<file path="src/rtl/fpmin_pkg.sv">
package fpmin_pkg;

  typedef enum logic [1:0] {
    SZ_RSVD = 2'b00,
    SZ_H16  = 2'b01,
    SZ_S32  = 2'b10,
    SZ_D64  = 2'b11
  } lane_size_e;

  // Number of supported lane formats (16, 32, 64)
  localparam int unsigned NUM_FMT = 3;

  // Exponent width of the IEEE binary format for a given total width
  function automatic int unsigned exp_width(input int unsigned ew);
    if (ew == 16)      return 5;
    else if (ew == 32) return 8;
    else               return 11;
  endfunction

endpackage

</file>
<file path="src/rtl/fpmin_lane.sv">
module fpmin_lane
  import fpmin_pkg::*;
#(
  parameter int unsigned EW = 32
) (
  input  logic [EW-1:0] a_i,
  input  logic [EW-1:0] b_i,
  input  logic          alt_i,
  input  logic          dn_i,
  output logic [EW-1:0] res_o,
  output logic          snan_o
);

  localparam int unsigned EXP_W  = exp_width(EW);
  localparam int unsigned FRAC_W = EW - 1 - EXP_W;
  localparam logic [EW-1:0] DFLT_NAN =
    {1'b0, {EXP_W{1'b1}}, 1'b1, {(FRAC_W-1){1'b0}}};
  localparam logic [EW-1:0] QBIT = {{(EXP_W+1){1'b0}}, 1'b1, {(FRAC_W-1){1'b0}}};

  logic              a_sgn, b_sgn;
  logic [EXP_W-1:0]  a_exp, b_exp;
  logic [FRAC_W-1:0] a_frc, b_frc;
  logic              a_nan, b_nan, a_snan, b_snan, a_zero, b_zero;
  logic              a_mag_lt, pick_a;
  logic [EW-1:0]     nan_sel, ord_sel;

  // field split
  always_comb begin
    a_sgn = a_i[EW-1];
    b_sgn = b_i[EW-1];
    a_exp = a_i[EW-2 -: EXP_W];
    b_exp = b_i[EW-2 -: EXP_W];
    a_frc = a_i[FRAC_W-1:0];
    b_frc = b_i[FRAC_W-1:0];
  end

  // classification
  always_comb begin
    a_nan  = (&a_exp) && (|a_frc);
    b_nan  = (&b_exp) && (|b_frc);
    a_snan = a_nan && !a_frc[FRAC_W-1];
    b_snan = b_nan && !b_frc[FRAC_W-1];
    a_zero = (a_exp == '0) && (a_frc == '0);
    b_zero = (b_exp == '0) && (b_frc == '0);
  end

  // ordered compare by sign and magnitude
  always_comb begin
    a_mag_lt = (a_i[EW-2:0] < b_i[EW-2:0]);
    if (a_sgn != b_sgn) pick_a = a_sgn;
    else if (!a_sgn)    pick_a = a_mag_lt;
    else                pick_a = !a_mag_lt;
    ord_sel = pick_a ? a_i : b_i;
  end

  // NaN propagation: signaling first, then operand one
  always_comb begin
    if (a_snan)      nan_sel = a_i | QBIT;
    else if (b_snan) nan_sel = b_i | QBIT;
    else if (a_nan)  nan_sel = a_i;
    else             nan_sel = b_i | QBIT;
  end

  // final selection
  always_comb begin
    if (alt_i && ((a_zero && b_zero) || a_nan || b_nan)) begin
      res_o = b_i;
    end else if (a_nan || b_nan) begin
      res_o = dn_i ? DFLT_NAN : nan_sel;
    end else begin
      res_o = ord_sel;
    end
    snan_o = a_snan || b_snan;
  end

  // embedded checks
  always_comb begin
    if (alt_i && (a_nan || b_nan))
      AST_ALT_NAN_TAKES_B: assert (res_o == b_i);
    if (alt_i && a_zero && b_zero)
      AST_ALT_ZERO_TAKES_B: assert (res_o == b_i);
    if (!alt_i && (a_nan || b_nan))
      AST_NAN_OUT_QUIET: assert ((&res_o[EW-2 -: EXP_W]) && res_o[FRAC_W-1]);
    if (!alt_i && dn_i && (a_nan || b_nan))
      AST_DN_CANON: assert (res_o[EW-1] == 1'b0 && res_o[FRAC_W-2:0] == '0);
    if (!a_nan && !b_nan && !(a_zero && b_zero))
      AST_ORD_IS_OPERAND: assert (res_o == a_i || res_o == b_i);
    if (!alt_i && a_zero && b_zero)
      AST_ZERO_SIGN_OR: assert (res_o[EW-1] == (a_sgn || b_sgn));
  end

endmodule

</file>
<file path="src/rtl/fpmin_slice.sv">
module fpmin_slice
  import fpmin_pkg::*;
#(
  parameter int unsigned VEC_W = 128,
  parameter int unsigned EW    = 32
) (
  input  logic [VEC_W-1:0] opa_i,
  input  logic [VEC_W-1:0] opb_i,
  input  logic             alt_i,
  input  logic             dn_i,
  output logic [VEC_W-1:0] res_o,
  output logic             snan_o
);

  localparam int unsigned LANES = VEC_W / EW;

  logic [LANES-1:0] lane_snan;

  for (genvar li = 0; li < LANES; li++) begin : g_lane
    fpmin_lane #(.EW(EW)) lane_i (
      .a_i    (opa_i[li*EW +: EW]),
      .b_i    (opb_i[li*EW +: EW]),
      .alt_i  (alt_i),
      .dn_i   (dn_i),
      .res_o  (res_o[li*EW +: EW]),
      .snan_o (lane_snan[li])
    );
  end

  assign snan_o = |lane_snan;

endmodule

</file>
<file path="src/rtl/fpmin_vec.sv">
module fpmin_vec
  import fpmin_pkg::*;
#(
  parameter int unsigned VEC_W = 128
) (
  input  logic [VEC_W-1:0] opa_i,
  input  logic [VEC_W-1:0] opb_i,
  input  logic [1:0]       size_i,
  input  logic             alt_mode_i,
  input  logic             dflt_nan_i,
  output logic [VEC_W-1:0] res_o,
  output logic             bad_size_o,
  output logic             inv_op_o
);

  logic [VEC_W-1:0] fmt_res  [NUM_FMT];
  logic [NUM_FMT-1:0] fmt_snan;

  for (genvar fi = 0; fi < NUM_FMT; fi++) begin : g_fmt
    localparam int unsigned FEW = 16 << fi;
    fpmin_slice #(.VEC_W(VEC_W), .EW(FEW)) slice_i (
      .opa_i  (opa_i),
      .opb_i  (opb_i),
      .alt_i  (alt_mode_i),
      .dn_i   (dflt_nan_i),
      .res_o  (fmt_res[fi]),
      .snan_o (fmt_snan[fi])
    );
  end

  always_comb begin
    bad_size_o = 1'b0;
    inv_op_o   = 1'b0;
    res_o      = opa_i;
    case (lane_size_e'(size_i))
      SZ_H16: begin res_o = fmt_res[0]; inv_op_o = fmt_snan[0]; end
      SZ_S32: begin res_o = fmt_res[1]; inv_op_o = fmt_snan[1]; end
      SZ_D64: begin res_o = fmt_res[2]; inv_op_o = fmt_snan[2]; end
      default: bad_size_o = 1'b1;
    endcase
  end

  always_comb begin
    if (size_i == 2'b00)
      AST_RSVD_PASSTHRU: assert (res_o == opa_i && !inv_op_o);
    AST_BAD_SIZE_CODE: assert (bad_size_o == (size_i == 2'b00));
  end

endmodule

</file>
<file path="config.mk">
export PLATFORM = sky130hd
export DESIGN_NAME = fpmin_vec
export DESIGN_NICKNAME = d
export VERILOG_FILES = /design/src/rtl/fpmin_pkg.sv /design/src/rtl/fpmin_lane.sv /design/src/rtl/fpmin_slice.sv /design/src/rtl/fpmin_vec.sv
export SDC_FILE = /design/constraint.sdc
export NUM_CORES = 1
export LEC_CHECK = 0
export BUFFER_PORTS_ARGS = -buffer_cell sky130_fd_sc_hd__buf_2
export CORE_MARGIN = 2
export CORE_UTILIZATION = 25
export DETAILED_ROUTE_END_ITERATION = 12
export PLACE_DENSITY = 0.53
export SLEW_MARGIN = 20
export SYNTH_ARGS = -nofsm -noshare
export SYNTH_HDL_FRONTEND = slang
export SYNTH_SLANG_ARGS = --single-unit
</file>
<file path="constraint.sdc">
create_clock -name vclk -period 5.1
set_clock_uncertainty 0.05 [all_clocks]
set_input_delay 0.765 -clock vclk [all_inputs]
set_output_delay 0.765 -clock vclk [all_outputs]
set_load 0.02 [all_outputs]
</file>
## After elaboration in Yosys (flattened, before gate mapping)

Index checks and enable logic that the tools add are counted.

- Register bits after elaboration: 0
- Output and inout port bits: 130

- Mux-type cells: 129
- Equality and inequality tests: 11
- Reduce and logical (&&, ||, !) cells: 326
- $lt $le $gt $ge: 14

Operators by type and width:

| operator | count |
|---|---|
| two-way mux 16 bit | 56 |
| two-way mux 32 bit | 28 |
| two-way mux 64 bit | 14 |
| case mux 128 bit (3 select lines) | 1 |
| zero test 52 bit | 4 |
| OR reduction 52 bit | 4 |
| zero test 23 bit | 8 |
| OR reduction 23 bit | 8 |
| zero test 10 bit | 16 |
| OR reduction 10 bit | 16 |
| < comparator 63 bit | 2 |
| < comparator 31 bit | 4 |
| < comparator 15 bit | 8 |
| logical AND 1 bit | 112 |
| zero test 5 bit | 16 |
| AND reduction 5 bit | 16 |
| zero test 8 bit | 8 |
| AND reduction 8 bit | 8 |
| logical OR 1 bit | 56 |
| zero test 11 bit | 4 |
| AND reduction 11 bit | 4 |
| zero test 1 bit | 42 |
| two-way mux 1 bit | 29 |
| != test 1 bit | 8 |
| other kinds (7) | 8 |

## Logic depth before layout (Yosys ltp)

Gate-level depths: netlist of run 1.

- Word-level depth: 9
- Mapped depth: 14

## Hierarchy

From an unflattened synthesis of run 1, not the netlist that was laid out.

- Cells, all modules: 2875
- Area, all modules: 22625.4 um2

By module, submodules not included:

| module | times used | cells each | area each (um2) | sequential area each (um2) |
|---|---|---|---|---|
| fpmin_lane at g_fmt[1].slice_i.g_lane[0].lane_i ... | 4 | 260 | 1889.3 | 0.0 |
| fpmin_lane at g_fmt[0].slice_i.g_lane[0].lane_i ... | 8 | 114 | 812.0 | 0.0 |
| fpmin_vec | 1 | 161 | 3124.2 | 0.0 |
| fpmin_lane at g_fmt[2].slice_i.g_lane[0].lane_i | 1 | 380 | 2708.8 | 0.0 |
| fpmin_lane at g_fmt[2].slice_i.g_lane[1].lane_i | 1 | 377 | 2708.8 | 0.0 |
| fpmin_slice at g_fmt[0].slice_i | 1 | 3 | 16.3 | 0.0 |
| fpmin_slice at g_fmt[1].slice_i | 1 | 1 | 7.5 | 0.0 |
| fpmin_slice at g_fmt[2].slice_i | 1 | 1 | 6.3 | 0.0 |

## Worst setup path after synthesis of run 1

No wires, ideal clock.

- Path kind: input -> output
- Start: input port opb_i[94]
- End: output port res_o[94]
- Cell stages on the path: 11
- Slack: 0.110 ns
- Path buffers: 1
- Arrival: 4.175 ns
- Data required time: 4.285 ns
- Cells stage by stage: inv_1 ha_1 nand3_1 or4_1 or3_1 a21o_1 a211oi_1 o31a_1 clkbuf_1 nor3_1 o311ai_0

- Word-level cells in the longest chain between the ends: 9
- Elaborated cells between the ends (all ways): 64
- Those cells by class: 3 x order compare; 28 x mux; 33 x reduce/logical

Ends and longest elaborated chain:

| item | RTL line | source |
|---|---|---|
| start, declared | fpmin_vec.sv:7 | `input logic [VEC_W-1:0] opb_i,` |
| branches (longest 8 deep; another with < comparator 63 bit) | -- |  |
| case mux 128 bit (3 select lines) (*) | fpmin_vec.sv:35 | `case (lane_size_e'(size_i))` |
| end, declared | fpmin_vec.sv:11 | `output logic [VEC_W-1:0] res_o,` |

Every way passes the cells marked *.

## Final worst setup path of run 1

- Start: input port opb_i[24]
- End: output port res_o[14]

- Word-level cells in the longest chain between the ends: 9
- Elaborated cells between the ends (all ways): 41
- Those cells by class: 2 x order compare; 17 x mux; 22 x reduce/logical

Ends and longest elaborated chain:

| item | RTL line |
|---|---|
| branches (longest 8 deep; another with < comparator 63 bit) | -- |
| case mux 128 bit (3 select lines) (*) | fpmin_vec.sv:35 |

Marked as above.

==> impl_metrics.json, run 1 <==
{
  "port_buffers": 390,
  "fmax_mhz": 200,
  "syn_area_per_cell_um2": 6.45,
  "yosys.area_share.xor_xnor_pct": 0,
  "pre_cts_slack_ns": -0.233,
  "gp_congestion": 0.982,
  "leakage_nw": 8.12,
  "antenna_found_initial": 3,
  "critPathMaxFanout": 4,
  "synth_area_um2": 11500,
  "synth_area_leader_cell": "ha_1",
  "period_needed_ns": 4.99,
  "grt_max_degree": 49,
  "synth_nets": 2173,
  "firstDrtPassIters": 5,
  "ys_seq_area_share_pct": 0,
  "vias_per_cell": 5.91,
  "first_iter_violations": 1489,
  "start_kind": "input pin",
  "hold_viol_final": 0,
  "grt_pass1_vias": 17574,
  "min_period_over_period_pct": 97.9,
  "yosysWarningCount": 0,
  "ctsHoldBuffers": 0,
  "drive_gt1_share_pct": 35.2,
  "nNetsFinal": 2825,
  "grt_pass1_wl_mm": 103,
  "cap_violations": 0,
  "area_delta_synth_final_pct": 47.9,
  "crit_top_cell": "buf_4",
  "dpl.cell_count": 3014,
  "core_area_um2": 45300,
  "layout_common_cells": "buf_2, buf_4, inv_1",
  "setup_violations": 0,
  "die_area_um2": 47600,
  "seq_area_um2": 0,
  "grt.overflow.total": 0,
  "worst_hold_slack_ns": 1.83,
  "tightest_slew_ns": 1.00,
  "worstPathCellList": "buf_6, inv_2, ha_4, a21o_1, a221o_1, a221oi_2, buf_4, o22ai_2, a311oi_1, buf_4, mux2_4, or3_4, a311oi_4, buf_4, a21oi_2, o211ai_1, buf_4",
  "critical-path-max-stage-delay_ns": 0.42,
  "cpMaxStageDelayCell": "or3_4",
  "drt_wl_total_mm": 68.8,
  "hold_path.class": "in2out",
  "die_x_um": 218,
  "synth_top_family_by_area": "compound AO/OA/AOI/OAI gates",
  "synth_compound_area_share_pct": 46.8,
  "syn_inst": 1777,
  "crit_buf_inv": 6,
  "hpwl_mm": 56.7,
  "final_common_cell": "buf_2",
  "drc": 0,
  "ys_types": 97,
  "max-vdd-ir-drop_mv": 0.0728,
  "synth.top_cell.area_share_pct": 14.8,
  "ant_nets": 0,
  "drv_slew": 0,
  "synthMuxAreaShare_pct": 1.00,
  "timing_worst_setup_path_type": "in2out",
  "wl_per_cell_um": 22.7,
  "fp-row-count": 78,
  "cp_data_required_time_ns": 4.28,
  "status": "finished clean",
  "max-slew-margin-rel_pct": 32.9,
  "synth_fa_ha_area_share_pct": 14.8,
  "clockBufferCount": 0,
  "fp.dieH_um": 218,
  "n_sequential_cell": 0,
  "setup_slack_ns": 0.106,
  "p_per_area_nw_per_um2": 120,
  "synthTopCellsByArea": "ha_1, a21oi_1, inv_1",
  "vias": 17911,
  "synthSimpleGateAreaFrac_pct": 28.9,
  "final_cells": 3029,
  "start_util_pct": 25.3,
  "cp_top_family": "compound AO/OA/AOI/OAI gates",
  "pin_count": 390,
  "grt_usage_pct": 27.2,
  "arrival_ns": 4.18,
  "cp-end-kind": "output pin"
}
## per-stage QoR
stage	power [W]	util (%)	area, um2	TNS, ns
6_report	0.00204	37.5	17000	0
5_1_grt	0.00218	37.5	17000	-0.00579
4_1_cts	0.00197	36.5	16600	0
3_5_place_dp	0.00193	36.1	16300	-9.63
3_3_place_gp	0.00192	36.1	16300	-7.89
2_1_floorplan	0.00104	-	11500	0
## repair_timing
action,in CTS,in global routing
endpoints found under the setup margin,87,107
hold endpoints to repair,0,0
pin swaps,10,22
gates cloned,0,1
resized for setup,34,82
buffers inserted,7,5
## Yosys cell counts (5+ instances only)
master,n
a31o_2,6
nand3_1,66
or2_2,17
a32oi_1,5
o22ai_1,42
o221a_2,10
o21ai_0,116
nor3b_1,7
a22o_1,45
o32ai_1,5
a32o_1,11
nor4_1,41
a2bb2oi_1,5
clkbuf_1,59
o311ai_0,7
nor3_1,76
nor2b_1,18
o31ai_1,14
a211oi_1,27
nor2_1,120
and4_1,11
o21a_1,21
o2bb2ai_1,12
and3_1,11
a21o_1,42
a2111oi_0,6
or3_1,39
o21bai_1,6
a221o_1,22
o221ai_1,29
a22oi_1,14
a211o_1,7
or4_1,14
o31a_1,5
a21oi_1,163
a31oi_1,30
and2_1,17
o211ai_1,28
a221oi_1,16
mux2i_1,7
nand2b_1,15
nand4_1,34
ha_1,136
nand2_1,118
inv_1,175
## tightest hold or removal path, stage by stage
cell    delay, ns
buf_2        0.09
a22o_1       0.11
buf_2        0.15
## power breakdown
| part | total, W | switching [W] | leakage (nW) | internal, W |
|---|---|---|---|---|
| clock | 0.0000000000525 | 0 | 0.0000127 | 0.0000000000524 |
| sequential | 0 | 0 | 0 | 0 |
| combinational | 0.00204 | 0.00121 | 8.12 | 0.000824 |
| total | 0.00204 | 0.00121 | 8.12 | 0.000824 |
## area by class of cell
cell class / instances / area, um2
inverters: 178 / 676
multi-input cells: 1529 / 10900
fillers: 4969 / 28300
repair buffers: 720 / 4580
diodes: 2 / 5.00
well taps: 600 / 751
## layer usage
layer / share of wire, % / global-route usage, % / vias up / wire length [um]
met5: 0.019 / 0 / - / 13
met4: 3.3 / 7.48 / 2 / 2260
met3: 7.2 / 3.06 / 159 / 4980
met2: 49 / 49.4 / 938 / 33400
met1: 41 / 33.6 / 8510 / 28100
li1: - / - / 8302 / -
## kinds of logic (layout without fill, tap and decap cells)
kind of cell / after synthesis / in the layout
AOI/OAI and AO/OA: 751 / 752
adders and majority gates: 136 / 136
buffers and inverters: 249 / 898
muxes: 11 / 11
other: 0 / 2
and+or+nand+nor: 630 / 630
## worst paths after layout
kind / depth (start not counted) / start / slack, ns / end
hold / removal: 3 / opb_i[6] / 1.83 / res_o[6]
setup / recovery: 17 / opb_i[24] / 0.11 / res_o[14]
No activity file was read; power rests on OpenSTA's default activity.
==> run 2, diff against run 1 <==
Settings changed: BUFFER_PORTS_ARGS -buffer_cell sky130_fd_sc_hd__buf_2 to -buffer_cell sky130_fd_sc_hd__clkbuf_2, MAX_ROUTING_LAYER set to met4.
==> impl_metrics.json, run 2 (same netlist as run 1, synthesis figures left out) <==
{
  "grt.overflow.total": 0,
  "die_area_um2": 47600,
  "worstPathCellList": "buf_8, inv_6, ha_4, a21o_1, a221o_1, a221oi_2, buf_4, o22ai_4, a311oi_2, buf_4, mux2_4, or3_4, a311oi_4, buf_4, a21o_1, a22o_1, clkbuf_8",
  "grt_pass1_vias": 17479,
  "fmax_mhz": 198,
  "status": "finished clean",
  "firstDrtPassIters": 5,
  "area_delta_synth_final_pct": 48.1,
  "rsz0062_at_grt": "true",
  "core_area_um2": 45300,
  "grt_usage_pct": 27.9,
  "max-vdd-ir-drop_mv": 0.0665,
  "setup_violations": 0,
  "wl_per_cell_um": 22.7,
  "tightest_slew_ns": 0.988,
  "drc": 0,
  "n_sequential_cell": 0,
  "p_per_area_nw_per_um2": 121,
  "hold_viol_final": 0,
  "grt_max_degree": 80,
  "gp_congestion": 0.998,
  "hpwl_mm": 56.3,
  "die_x_um": 218,
  "fillers": 4977,
  "drv_slew": 0,
  "start_util_pct": 25.3,
  "vias": 17859,
  "n_antenna_cell": 0,
  "period_needed_ns": 5.05,
  "placed_area_um2": 16300,
  "layout_common_cells": "clkbuf_2, buf_4, inv_1",
  "hold_path_depth": 3,
  "setup_slack_ns": 0.0490,
  "start_kind": "input pin",
  "cap_violations": 0,
  "crit_top_cell": "buf_4",
  "final_common_cell": "clkbuf_2",
  "first_iter_violations": 1331,
  "drive_gt1_share_pct": 35.2,
  "fin_util_pct": 37.5,
  "power.total_w": 0.00205,
  "fin_tns_setup_ns": 0,
  "clockBufferCount": 0,
  "critPathMaxFanout": 4,
  "fp.dieH_um": 218,
  "pin_count": 390,
  "seq_area_um2": 0,
  "cp_data_required_time_ns": 4.28,
  "hold_path.class": "in2out",
  "min_period_over_period_pct": 99.0,
  "cp-end-kind": "output pin",
  "arrival_ns": 4.24,
  "fp-row-count": 78,
  "port_buffers": 390,
  "ant_nets": 0,
  "antenna_found_initial": 0,
  "grt_pass1_wl_mm": 102,
  "vias_per_cell": 5.91,
  "cpMaxStageDelayCell": "or3_4",
  "pre_cts_slack_ns": -0.221,
  "ctsHoldBuffers": 0,
  "nNetsFinal": 2818,
  "leakage_nw": 8.19,
  "drt_wl_total_mm": 68.5,
  "critical-path-max-stage-delay_ns": 0.38,
  "timing_worst_setup_path_type": "in2out",
  "postLayoutCellArea_um2": 17000,
  "max-slew-margin-rel_pct": 34.1
}
==> run 2: power by group <==
| part | total, W | leakage, nW | internal, W | switching [W] |
|---|---|---|---|---|
| sequential | 0 | 0 | 0 | 0 |
| clock | 0 | 0 | 0 | 0 |
| combinational | 0.00205 | 8.19 | 0.000833 | 0.00122 |
| total | 0.00205 | 8.19 | 0.000833 | 0.00122 |
==> run 2: worst max-delay path: cells and delay by family <==
kind	cells	cell delay, ns
compound gates	8	1.76
buf+inv	6	0.81
simple gates	1	0.38
mux	1	0.30
fa+ha+maj	1	0.19
==> run 2: per-layer routing <==
layer | global-route usage [%] | vias up | wire (um)
met5 | - | - | 0
met4 | 9.09 | 0 | 2980
met3 | 2.84 | 178 | 4870
met2 | 49.1 | 891 | 32800
met1 | 33.2 | 8485 | 27900
li1 | - | 8305 | -
==> run 2: metrics by stage <==
stage	hold WS, ns	instances
final	1.83	3020
after global routing	1.85	3020
after CTS	1.85	3016
after detailed placement	1.85	3012
after global placement	1.85	3012
after floorplan	1.65	1777
==> run 2: path summary, 6_finish.rpt <==
path	to	slack, ns	from
worst min-delay path	res_o[5]	1.83	opb_i[5]
worst max-delay path	res_o[50]	0.05	opb_i[24]
==> run 2: area by class of cell <==
cell class / count / area (um2) / share of cell area (%)
Inverter: 178 / 678 / 3.99
Multi-Input combinational cell: 1529 / 11000 / 64.6
Tap cell: 600 / 751 / 4.42
Timing Repair Buffer: 713 / 4590 / 27.0
==> run 2: repair_timing <==
| action | in CTS | in global routing |
|---|---|---|
| gates cloned | 1 | 0 |
| setup buffers | 4 | 4 |
| pin swaps | 17 | 39 |
| gates resized for setup | 44 | 140 |
| setup endpoints to repair | 90 | 119 |
==> run 3, diff against run 2 <==
Settings changed: CELL_PAD_IN_SITES_DETAIL_PLACEMENT set to 2, CELL_PAD_IN_SITES_GLOBAL_PLACEMENT set to 2, PLACE_DENSITY 0.53 to 0.85.
==> impl_metrics.json, run 3 (same netlist as run 1, synthesis figures left out) <==
{
  "wl_per_cell_um": 27.2,
  "drt_wl_total_mm": 83.6,
  "start_util_pct": 25.3,
  "cp-end-kind": "output pin",
  "routed.top_layer": "met4",
  "placed_area_um2": 16600,
  "ant_nets": 0,
  "antenna_found_initial": 6,
  "start_kind": "input pin",
  "leakage_nw": 8.47,
  "p_comb_share_pct": 100.0,
  "wl_met3_mm": 4.51,
  "fillers": 5430,
  "gp_congestion": 1.02,
  "swShare_pct": 59.7,
  "max-slew-margin-rel_pct": 54.0,
  "setup_violations": 6,
  "hpwl_mm": 67.4,
  "multi_input_area_um2": 11400,
  "internal_power_w": 0.000913,
  "firstDrtPassIters": 5,
  "rsz0062_at_grt": "true",
  "final_common_cell": "buf_4",
  "drv_slew": 0,
  "power_frac_seq_pct": 0,
  "first_iter_violations": 1209,
  "ctsHoldBuffers": 0,
  "vias": 19048,
  "hold_viol_final": 0,
  "die_area_um2": 47600,
  "hold_path_depth": 3,
  "fmax_mhz": 195,
  "dr_wl_met2_mm": 41.9,
  "timing_worst_setup_path_type": "in2out",
  "max-vdd-ir-drop_mv": 0.0585,
  "n_sequential_cell": 0,
  "drive_gt1_share_pct": 39.1,
  "setup_slack_ns": -0.0198,
  "p_sw_w": 0.00135,
  "die_x_um": 218,
  "grt_pass1_wl_mm": 121,
  "cp_data_required_time_ns": 4.28,
  "arrival_ns": 4.30,
  "pre_cts_slack_ns": -0.400,
  "postLayoutCellArea_um2": 17800,
  "port_buffers": 390,
  "hold_path.class": "in2out",
  "tightest_slew_ns": 0.684,
  "area_delta_synth_final_pct": 55.5,
  "status": "complete, but fails checks",
  "grt_pass1_vias": 20478,
  "cap_violations": 0,
  "power.total_w": 0.00227,
  "layout_common_cells": "buf_4, clkbuf_2, inv_1",
  "grt_usage_pct": 32.9,
  "vias_per_cell": 6.21,
  "grt_max_degree": 46,
  "seq_area_um2": 0,
  "dpl.cell_count": 3048,
  "grt.overflow.total": 0,
  "final_cells": 3069,
  "whs_endpoint": "res_o[72]",
  "failed_checks": "negative setup slack",
  "drc": 0,
  "drt-met1-wl_mm": 33.3,
  "fin_tns_setup_ns": -0.0509,
  "critPathMaxFanout": 6,
  "pin_count": 390,
  "core_area_um2": 45300,
  "period_needed_ns": 5.12,
  "nNetsFinal": 2863,
  "min_period_over_period_pct": 100,
  "pwr-share-clk_pct": 0,
  "clockBufferCount": 0,
  "fp-row-count": 78,
  "min-delay-start": "opb_i[72]",
  "fp.dieH_um": 218,
  "p_per_area_nw_per_um2": 127
}
## run 3: changes by cell type in the layout (fill, tap and decap cells not counted), sizes merged
cell and delta:
buf +63, diode +4, clkbuf -18
## run 3: repair_timing
action                                  in CTS  in global routing
pin swaps                                   16                 49
gates cloned                                 2                  0
endpoints found under the setup margin     122                122
buffers inserted                             6                 10
resized for setup                           62                245
## run 3: worst max path at each step
stage	start	endpoint	slack, ns
finish	opb_i[90]	res_o[70]	-0.02
global route	opb_i[42]	res_o[31]	-0.11
CTS	opa_i[112]	res_o[124]	0.0002
detailed placement	opb_i[105]	res_o[64]	-0.40
global placement	opb_i[25]	res_o[40]	-0.17
floorplan	opb_i[94]	res_o[94]	0.11
## run 3: through the flow
step           hold slack [ns]  utilization (%)
2_1_floorplan             1.65                -
3_3_place_gp              1.85             36.6
3_5_place_dp              1.85             36.6
4_1_cts                   1.85             37.3
5_1_grt                   1.86             39.4
6_report                  1.83             39.4
## run 3: worst max-delay path: stages
cell and delay (ns):
clkbuf_2 0.09, inv_1 0.16, ha_4 0.24, nand3_2 0.10, nor3_1 0.05, a221o_1 0.38, a211oi_4 0.36, o22ai_2 0.13
or4b_4 0.56, o211ai_4 0.10, a211oi_2 0.11, buf_4 0.17, or4_4 0.55, buf_6 0.16, a22o_1 0.22, buf_6 0.14
## run 3: final cells by class
type / count / area share, %
Inverter: 178 / 3.80
Tap cell: 600 / 4.21
Antenna cell: 4 / 0.0561
Multi-Input combinational cell: 1529 / 63.8
Timing Repair Buffer: 758 / 28.2
## run 3: power by group through the flow
stage / registers [W] / logic, W / clock network [W]
after CTS: 0 / 0.00210 / 0
after floorplan: 0 / 0.00104 / 0
after detailed placement: 0 / 0.00204 / 0
after global routing: 0 / 0.00240 / 0.000000000105
final: 0 / 0.00227 / 0.000000000105
after global placement: 0 / 0.00195 / 0
## run 3: routing by layer
metal,up-vias,GRT usage (%)
li1,8396,-
met5,-,-
met3,221,3.10
met4,0,12.7
met2,802,59.5
met1,9629,37.3
